File: config.mk
export PLATFORM = sky130hd
export DESIGN_NAME = addsub_widen_unit
export DESIGN_NICKNAME = d
export VERILOG_FILES = /design/src/rtl/addsub_pkg.sv /design/src/rtl/addsub_fa_cell.sv /design/src/rtl/addsub_ripple.sv /design/src/rtl/addsub_widen.sv /design/src/rtl/addsub_widen_unit.sv
export SDC_FILE = /design/constraint.sdc
export NUM_CORES = 1
export LEC_CHECK = 0
export BUFFER_PORTS_ARGS = -buffer_cell sky130_fd_sc_hd__buf_2
export CAP_MARGIN = 20
export CORE_AREA = 2 2 39 41
export DETAILED_ROUTE_END_ITERATION = 12
export DIE_AREA = 0 0 41 43
export PLACE_DENSITY = 0.43
export SLEW_MARGIN = 5
export SYNTH_ARGS = -nofsm -noshare
export SYNTH_HDL_FRONTEND = slang
export SYNTH_SLANG_ARGS = --single-unit
File: constraint.sdc
create_clock -name vclk -period 2.2
set_input_delay 0.44 -clock vclk [all_inputs]
set_output_delay 0.44 -clock vclk [all_outputs]
set_load 0.01 [all_outputs]
File: src/rtl/addsub_pkg.sv
package addsub_pkg;

  typedef struct packed {
    logic s;
    logic c;
  } fa_out_t;

  // One-bit full addition: sum and carry of three input bits.
  function automatic fa_out_t fa_eval(input logic a, input logic b, input logic ci);
    fa_out_t r;
    r.s = a ^ b ^ ci;
    r.c = (a & b) | (ci & (a ^ b));
    return r;
  endfunction

  // Signed overflow: the carry into the sign cell differs from the carry out of it.
  function automatic logic ovf_from_carries(input logic c_top, input logic c_below);
    return c_top ^ c_below;
  endfunction

  // Extra sign bit for the widened result.
  function automatic logic widen_msb(input logic ovf, input logic c_top, input logic s_top);
    return ovf ? c_top : s_top;
  endfunction

endpackage

File: src/rtl/addsub_fa_cell.sv
module addsub_fa_cell
  import addsub_pkg::*;
(
  input  logic a_bit,
  input  logic b_bit,
  input  logic c_in,
  output logic s_bit,
  output logic c_out
);

  fa_out_t res;

  always_comb begin
    res   = fa_eval(a_bit, b_bit, c_in);
    s_bit = res.s;
    c_out = res.c;
  end

endmodule

File: src/rtl/addsub_ripple.sv
module addsub_ripple #(
  parameter int WIDTH = 3
) (
  input  logic [WIDTH-1:0] a_in,
  input  logic [WIDTH-1:0] b_in,
  input  logic             mode,
  output logic [WIDTH-1:0] sum_o,
  output logic [WIDTH-1:0] carry_o
);

  logic [WIDTH-1:0] b_cond;
  logic [WIDTH:0]   chain;

  // Invert B in subtract mode; the mode bit supplies the +1.
  assign b_cond   = b_in ^ {WIDTH{mode}};
  assign chain[0] = mode;

  for (genvar i = 0; i < WIDTH; i++) begin : g_cell
    addsub_fa_cell u_cell (
      .a_bit (a_in[i]),
      .b_bit (b_cond[i]),
      .c_in  (chain[i]),
      .s_bit (sum_o[i]),
      .c_out (chain[i+1])
    );
  end

  assign carry_o = chain[WIDTH:1];

endmodule

File: src/rtl/addsub_widen.sv
module addsub_widen
  import addsub_pkg::*;
#(
  parameter int WIDTH = 3,
  localparam int RES_W = WIDTH + 1
) (
  input  logic [WIDTH-1:0] sum_i,
  input  logic [WIDTH-1:0] carry_i,
  output logic             ovf_o,
  output logic [RES_W-1:0] res_o
);

  logic msb;

  always_comb begin
    ovf_o = ovf_from_carries(carry_i[WIDTH-1], carry_i[WIDTH-2]);
    msb   = widen_msb(ovf_o, carry_i[WIDTH-1], sum_i[WIDTH-1]);
    res_o = {msb, sum_i};
  end

endmodule

File: src/rtl/addsub_widen_unit.sv
module addsub_widen_unit #(
  parameter int WIDTH = 3,
  localparam int RES_W = WIDTH + 1
) (
  input  logic [WIDTH-1:0] op_a,
  input  logic [WIDTH-1:0] op_b,
  input  logic             sub_mode,
  output logic [WIDTH-1:0] sum_raw,
  output logic [WIDTH-1:0] carry_vec,
  output logic             ovf,
  output logic [RES_W-1:0] result
);

  logic [WIDTH-1:0] sum_w;
  logic [WIDTH-1:0] carry_w;

  addsub_ripple #(.WIDTH(WIDTH)) u_ripple (
    .a_in    (op_a),
    .b_in    (op_b),
    .mode    (sub_mode),
    .sum_o   (sum_w),
    .carry_o (carry_w)
  );

  addsub_widen #(.WIDTH(WIDTH)) u_widen (
    .sum_i   (sum_w),
    .carry_i (carry_w),
    .ovf_o   (ovf),
    .res_o   (result)
  );

  assign sum_raw   = sum_w;
  assign carry_vec = carry_w;

endmodule

==> key figures, run 1 <==
Outcome
  – Status: finished, violations left
  – Failing checks: negative setup slack

CTS
  – Setup Fix Bufs, Post-CTS: 0
  – CTS Hold Bufs: 0

Timing
  – Finish-stage setup viols: 3
  – Max Slew Vio Count: 0
  – Max-slew headroom: 0.801
  – Worst Max-Slew Pin Slew: 0.296 ns
  – Final worst path period need: 2.21 ns
  – Final Hold Fails: 0
  – Final WS setup: -0.0125 ns
  – Final period util: 1.01
  – Fmax: 452 MHz
  – Unrepaired setup endpoints after global routing: true

Setup path
  – Critical Path AT: 1.77 ns
  – Crit path max fanout: 3
  – CP endpoint kind: primary output
  – Worst EP required: 1.76 ns
  – Crit path kind: in -> out
  – CP startpoint kind: input port

Finish
  – Area taken by multi-input logic gates: 145 um2
  – CLK BUF: 0
  – Ratio of cells with drive above 1 in the final layout: 0.757
  – NumNets Final: 49
  – Storage cell area: 0 um2
  – Fillcell total: 153
  – Number of diodes: 0
  – Area Overhead vs Synth: 48.9%
  – Seq Cell Count: 0
  – Design Area, Final: 324 um2

Logic synthesis
  – Mux contribution to synthesized area: 0.115
  – Synthesis Warnings: 0
  – Synth Area in XOR/XNOR: 0.161
  – Synth Area in Adders: 0.276
  – Syn_area_per_cell: 8.71 um2
  – Post-Synth Simple-Gate Area: 0
  – Synth cell types: 7
  – Largest family of logic cells by synthesized area: buffers and inverters
  – Syn Inst Count: 25
  – Register area share after synthesis: 0
  – Post-synthesis compound-gate area fraction: 0
  – Mapped cell area: 218 um2
  – Mapped Nets: 35

Global routing
  – Largest net degree at the start of global routing: 5
  – First-pass GRT wire length: 496 um
  – Initial antenna violation count: 0
  – Vias in the first global route: 143
  – Grt ovf: 0
  – Global-route usage over all layers: 0.0371

Route
  – WL/cell: 6.62 um
  – DR top layer: met3
  – Antenna viol nets, final: 0
  – DR pass1 iterations: 1
  – Residual DRC: 0
  – Length of routed wiring on met1: 102 um
  – Final WL: 351 um
  – DR vias: 166
  – Met2 Wirelength: 204 um
  – DRT iter0 DRCs: 0
  – Avg Vias per Cell: 3.13
  – WL met3: 45 um

Place
  – Place WS: -0.124 ns
  – Final HPWL DP: 325 um
  – IO buf count: 18
  – Final Wtd Congestion: 0.624
  – DP Area: 283 um2

Flow run
  – Max cap viols: 0

Die
  – Core footprint: 1380 um2
  – Die width: 41 um
  – Num rows: 14
  – # IOs: 18
  – Initial Util: 0.157
  – Die area: 1760 um2
  – Die Y: 43 um

Min path
  – Worst min path class: in -> out

Pwr
  – Leak: 0.179 nW
  – VDD IR max: 0.0000719 V
  – Pwr dens: 351 nW/um2
-- power breakdown --
part	leakage [nW]	switching [W]	total, W	internal [W]
Sequential	0	0	0	0
Combinational	0.179	0.0000565	0.000114	0.0000571
Clock	0	0	0	0
Total	0.179	0.0000565	0.000114	0.0000571
-- metal layers --
metal  track usage  vias up
met4             0        0
met5             0        -
met2        0.0813       10
met3             0        0
met1        0.0354       72
li1              -       84
-- Yosys cell counts --
cell | n | area, um2
buf_4 | 10 | 75.1
inv_1 | 6 | 22.5
fa_1 | 3 | 60.1
xnor2_1 | 2 | 17.5
xor2_1 | 2 | 17.5
mux2_4 | 1 | 15.0
mux2i_1 | 1 | 10.0
-- logic make-up after synthesis --
kind of cell / Yosys count
xor gates and xnor gates: 4
muxes: 2
adders and majority gates: 3
buffers and inverters: 16
-- cell usage in the layout, fill, tap and decap left out, types with 2 or more instances in the layout --
master  Yosys  routed
buf_2       0      16
inv_1       6       5
buf_4      10       4
xor2_1      2       2
fa_2        0       2
-- path summary, 6_finish.rpt --
kind                  from           end  cells past startpoint
setup / recovery   op_b[0]           ovf                      6
hold / removal    sub_mode  carry_vec[0]                      3
-- area by class of cell --
| cell class | instances | share of cell area |
|---|---|---|
| Inverter | 6 | 0.0695 |
| Tap cell | 16 | 0.0618 |
| Multi-Input combinational cell | 9 | 0.448 |
| Timing Repair Buffer | 22 | 0.421 |
-- through the flow --
step | hold slack [ns] | utilization | std cells | power [W] | setup TNS, ns
2_1_floorplan | 1.07 | - | 25 | 0.0000960 | 0
3_5_place_dp | 1.26 | 0.204 | 53 | 0.000106 | -0.323
6_report | 1.23 | 0.234 | 53 | 0.000114 | -0.0162
3_3_place_gp | 1.26 | 0.204 | 53 | 0.000105 | -0.358
5_1_grt | 1.25 | 0.234 | 53 | 0.000129 | -0.185
4_1_cts | 1.23 | 0.234 | 53 | 0.000117 | -0.0219
-- critical path, stage by stage --
cell and delay, ns:
buf_8 0.10, mux2i_4 0.17, fa_2 0.40, fa_2 0.38
xor2_1 0.14, buf_2 0.14
-- what timing repair did --
| action | CTS | global route |
|---|---|---|
| setup endpoints to repair | 4 | 3 |
| resized for setup | 10 | 0 |
| pin swaps | 1 | 1 |
Power figures use the tool's default switching activity.
==> run 2: changes to the inputs <==
SETUP_SLACK_MARGIN = 0.15   (was default)
==> run 2 against run 1 <==
The flow still finishes with violations (negative setup slack). Worst hold slack better by 0.0012 ns. Critical endpoint is now result[2]. Count of clock-buffer cells in the layout stayed put. Final area is 8.1% higher. First-iteration DRC count stayed put. Worst setup slack better by 0.0096 ns. Sequential share of layout area stayed put. Combinational power is 9% higher. Core utilization is 1.9 points higher. Die area stayed put. Final cell count is 1.9% higher.
==> key figures, run 2 (synthesis results as in run 1) <==
Finish
  – Seq Cell Count: 0 (unchanged)
  – Storage cell area: 0 um2 (unchanged)
  – Ratio of cells with drive above 1 in the final layout: 0.763 (+0.00640)
  – Commonest non-fill, non-tap cells in the layout: buf_2, inv_1, buf_4
  – Number of diodes: 0 (unchanged)
  – Area Overhead vs Synth: 60.9%
  – CLK BUF: 0 (unchanged)
  – Most common cell after layout, fill and taps aside: buf_2
  – NumNets Final: 50 (+2.0%)

Global routing
  – Grt ovf: 0 (unchanged)
  – Met3 global-route usage: 0 (unchanged)
  – Initial antenna violation count: 0 (unchanged)
  – Grt met2 use: 0.109 (+0.0281)
  – Largest net degree at the start of global routing: 5 (unchanged)
  – Vias in the first global route: 179 (+25%)
  – First-pass GRT wire length: 676 um (+36%)
  – Global-route usage over all layers: 0.0513 (+0.0141)
  – GR Util met1: 0.0516 (+0.0162)
  – Gr busiest metal: met2

Pwr
  – Leak: 0.189 nW (+6.0%)
  – Pwr dens: 354 nW/um2 (+1.1%)
  – Clock power share: 0 (unchanged)
  – Comb power frac: 1.000 (about the same)
  – Sw Pwr: 0.0000589 W (+4.3%)
  – VDD IR max: 0.000118 V (+64%)
  – Pint: 0.0000652 W (+14%)
  – Net Sw Frac: 0.475 (-0.0227)
  – Sequential share of power: 0 (unchanged)

Min path
  – Worst min path class: in -> out

Timing
  – Fmax: 454 MHz (+0.43%)
  – Max Slew Vio Count: 0 (unchanged)
  – Final period util: 1.00 (-0.00435)
  – Setup TNS: -0.00540 ns (+0.0108 ns)
  – Unrepaired setup endpoints after global routing: true
  – Hold Slack: 1.23 ns (+0.00122 ns)
  – Final worst path period need: 2.20 ns (-0.00958 ns)
  – Worst Max-Slew Pin Slew: 0.285 ns (-0.0111 ns)
  – Max-slew headroom: 0.809 (+0.00745)
  – Finish-stage setup viols: 2 (-1)
  – Final WS setup: -0.00295 ns (+0.00958 ns)
  – Final Hold Fails: 0 (unchanged)

Setup path
  – CP cell instances: buf_6, mux2i_2, fa_2, inv_2, fa_1, buf_2
  – Slowest-stage cell, CP: fa_1
  – Crit path max fanout: 3 (unchanged)
  – CP endpoint kind: primary output
  – Top delay family on crit path: adder cells
  – Crit path kind: in -> out
  – Crit path largest cell delay: 0.54 ns (+0.14 ns)
  – Critical Path AT: 1.76 ns (about the same)
  – Worst EP required: 1.76 ns (about the same)
  – Buf/Inv on CP: 3 (+1)
  – CP startpoint kind: input port

Die
  – Core footprint: 1380 um2 (unchanged)
  – Die Y: 43 um (unchanged)
  – Die width: 41 um (unchanged)
  – Num rows: 14 (unchanged)
  – Die area: 1760 um2 (unchanged)
  – # IOs: 18 (unchanged)
  – Initial Util: 0.157 (unchanged)

Outcome
  – Status: finished, violations left
  – Failing checks: negative setup slack

Route
  – DR vias: 180 (+8.4%)
  – Avg Vias per Cell: 3.33 (+6.4%)
  – Residual DRC: 0 (unchanged)
  – WL/cell: 7.26 um (+9.6%)
  – Final WL: 392 um (+12%)
  – Antenna viol nets, final: 0 (unchanged)
  – DR pass1 iterations: 1 (unchanged)
  – DRT iter0 DRCs: 0 (unchanged)

Place
  – Final Wtd Congestion: 0.643 (+3.1%)
  – IO buf count: 18 (unchanged)
  – Final HPWL DP: 364 um (+12%)

Flow run
  – Max cap viols: 0 (unchanged)

CTS
  – CTS Hold Bufs: 0 (unchanged)
## run 2: cell count changes in the layout (fill, tap and decap cells not counted), sizes merged
cell / delta
buf: +1
## run 2: per-layer routing
layer,share of wire,wire length [um]
met1,0.29,115
met2,0.61,240
met3,0.092,36
met4,0,0
met5,0,0
## run 2: worst paths after layout
check	startpoint	end	slack, ns	depth (start not counted)
hold / removal	sub_mode	carry_vec[0]	1.23	3
setup / recovery	op_b[0]	result[2]	-0.003	6
## run 2: what timing repair did
item,in CTS,in global routing
resized for setup,11,1
endpoints found under the setup margin,5,5
pin swaps,5,3
setup buffers,1,0
## run 2: stage by stage
stage,utilization,setup WS (ns),total power (W),instances,instance area (um2)
after CTS,0.249,-0.0749,0.000124,54,344
after floorplan,-,0.134,0.0000975,25,220
after global placement,0.206,-0.0818,0.000107,53,285
final,0.253,-0.00295,0.000124,54,350
after detailed placement,0.206,-0.0741,0.000108,53,285
after global routing,0.253,-0.0826,0.000141,54,350
## run 2: power by group through the flow
stage	clock network [W]	logic (W)	registers [W]
floorplan	0	0.0000975	0
global placement	0	0.000107	0
detailed placement	0	0.000108	0
CTS	0	0.000124	0
global route	0	0.000141	0
finish	0	0.000124	0
## run 2: tightest hold or removal path, stage by stage
cell and delay [ns]:
buf_8 0.09, mux2_4 0.13, buf_2 0.12
## run 2: final cells by class
class,instances,area [um2]
fill,156,1030
inverter,6,22.5
multi-input combinational,9,148
tap,16,20.0
timing repair buffer,23,160
==> run 3: changes to the inputs <==
REMOVE_ABC_BUFFERS = 1   (was default)
SETUP_SLACK_MARGIN = default   (was 0.15)
==> run 3 against run 2 <==
The run still ends with negative setup slack left. Die area did not move. Count of clock-buffer cells in the layout did not move. Flip-flop and latch count did not move. Power fell by 10%. Worst hold slack improved by 0.0050 ns. First-iteration DRC count did not move. Combinational power fell by 10%. Core utilization fell by 3.1 points. Sequential share of layout area did not move. Critical path depth did not move. Maximum frequency fell by 1.0%. Critical path type unchanged. Critical endpoint unchanged.
==> key figures, run 3 (synthesis results as in run 1) <==
Timing
  – Finish-stage setup viols: 3 (+1)
  – Max Slew Vio Count: 0 (unchanged)
  – Final worst path period need: 2.23 ns (+0.0231 ns)
  – Unrepaired setup endpoints after global routing: true
  – Final Hold Fails: 0 (unchanged)
  – Hold Slack: 1.23 ns (+0.00504 ns)
  – Worst Max-Slew Pin Slew: 0.308 ns (+0.0228 ns)
  – Final period util: 1.01 (+0.0105)
  – Max-slew headroom: 0.793 (-0.0153)
  – Final WS setup: -0.0261 ns (-0.0231 ns)
  – Fmax: 449 MHz (-1.0%)

Setup path
  – CP endpoint kind: primary output
  – Critical Path AT: 1.79 ns (+0.03 ns)
  – Worst EP required: 1.76 ns (about the same)
  – Crit path max fanout: 4 (+1)
  – Crit path kind: in -> out
  – CP startpoint kind: input port

Finish
  – Commonest non-fill, non-tap cells in the layout: buf_2, buf_4, inv_1
  – Seq Cell Count: 0 (unchanged)
  – Ratio of cells with drive above 1 in the final layout: 0.737 (-0.0263)
  – Fin cells: 54 (unchanged)
  – Most common cell after layout, fill and taps aside: buf_2
  – Design Area, Final: 308 um2 (-12%)
  – Area Overhead vs Synth: 41.4%
  – Storage cell area: 0 um2 (unchanged)
  – NumNets Final: 50 (unchanged)
  – CLK BUF: 0 (unchanged)
  – Number of diodes: 0 (unchanged)

Min path
  – Min-Delay Endpoint: carry_vec[0]
  – HP Start: sub_mode
  – Hold path depth: 3 (unchanged)
  – Worst min path class: in -> out

Global routing
  – Grt ovf: 0 (unchanged)
  – Global-route usage over all layers: 0.0361 (-0.0151)
  – Vias in the first global route: 118 (-34%)
  – Initial antenna violation count: 0 (unchanged)
  – First-pass GRT wire length: 476 um (-30%)
  – Largest net degree at the start of global routing: 5 (unchanged)

Pwr
  – Comb power frac: 1.000 (about the same)
  – Sequential share of power: 0 (unchanged)
  – Pwr dens: 362 nW/um2 (+2.2%)
  – Net Sw Frac: 0.497 (+0.0216)
  – Pint: 0.0000561 W (-14%)
  – VDD IR max: 0.000135 V (+15%)
  – Clock power share: 0 (unchanged)
  – Leak: 0.174 nW (-8.1%)
  – Sw Pwr: 0.0000553 W (-6.1%)

Die
  – Die width: 41 um (unchanged)
  – Initial Util: 0.157 (unchanged)
  – Die Y: 43 um (unchanged)
  – Core footprint: 1380 um2 (unchanged)
  – # IOs: 18 (unchanged)
  – Num rows: 14 (unchanged)
  – Die area: 1760 um2 (unchanged)

Route
  – Final WL: 321 um (-18%)
  – DR vias: 170 (-5.6%)
  – DRT iter0 DRCs: 0 (unchanged)
  – DR pass1 iterations: 1 (unchanged)
  – WL/cell: 5.94 um (-18%)
  – Residual DRC: 0 (unchanged)
  – Antenna viol nets, final: 0 (unchanged)
  – Avg Vias per Cell: 3.15 (-5.6%)

Place
  – DP Area: 283 um2 (-0.88%)
  – Post-Place Cells: 53 (unchanged)
  – IO buf count: 18 (unchanged)
  – Final Wtd Congestion: 0.559 (-13%)

Outcome
  – Failing checks: negative setup slack
  – Status: finished, violations left

Flow run
  – Max cap viols: 0 (unchanged)

CTS
  – CTS Hold Bufs: 0 (unchanged)
-- run 3: metrics by stage --
stage	setup TNS (ns)	setup slack (ns)	total power, W	utilization
2_1_floorplan	0	0.0672	0.0000561	-
3_3_place_gp	-0.448	-0.156	0.000105	0.204
3_5_place_dp	-0.425	-0.156	0.000105	0.204
4_1_cts	-0.157	-0.0593	0.000114	0.222
5_1_grt	-0.275	-0.0986	0.000127	0.222
6_report	-0.0665	-0.0261	0.000111	0.222
-- run 3: repair_timing --
item,in CTS,in global routing
pin swaps,2,0
setup buffers,1,0
gates resized for setup,6,0
setup endpoints to repair,4,3
-- run 3: how the worst max path moves through the flow --
stage / slack, ns / to / startpoint
3_5_place_dp: -0.16 / ovf / op_b[0]
4_1_cts: -0.06 / result[2] / sub_mode
3_3_place_gp: -0.16 / ovf / op_b[0]
2_1_floorplan: 0.07 / result[2] / op_b[0]
6_report: -0.03 / result[2] / sub_mode
5_1_grt: -0.1 / ovf / op_b[0]
-- run 3: critical path, cell delays in order --
cell	delay (ns)
buf_4	0.13
mux2i_2	0.19
fa_2	0.29
inv_2	0.06
fa_1	0.55
buf_2	0.13
-- run 3: power by group through the flow --
stage / sequential [W] / combinational, W / clock (W)
2_1_floorplan: 0 / 0.0000561 / 0
3_3_place_gp: 0 / 0.000105 / 0
3_5_place_dp: 0 / 0.000105 / 0
4_1_cts: 0 / 0.000114 / 0
5_1_grt: 0 / 0.000127 / 0
6_report: 0 / 0.000111 / 0
-- run 3: layout make-up --
cell class	instances	area, um2
Multi-Input combinational cell	9	129
Timing Repair Buffer	23	136
Inverter	6	22.5
Fill cell	160	1080
Tap cell	16	20.0
-- run 3: layer usage --
layer	up-vias	GRT usage	share of wire
met3	0	0	0.15
li1	87	-	-
met4	0	0	0
met5	-	0	0
met2	13	0.0656	0.49
met1	70	0.0482	0.36
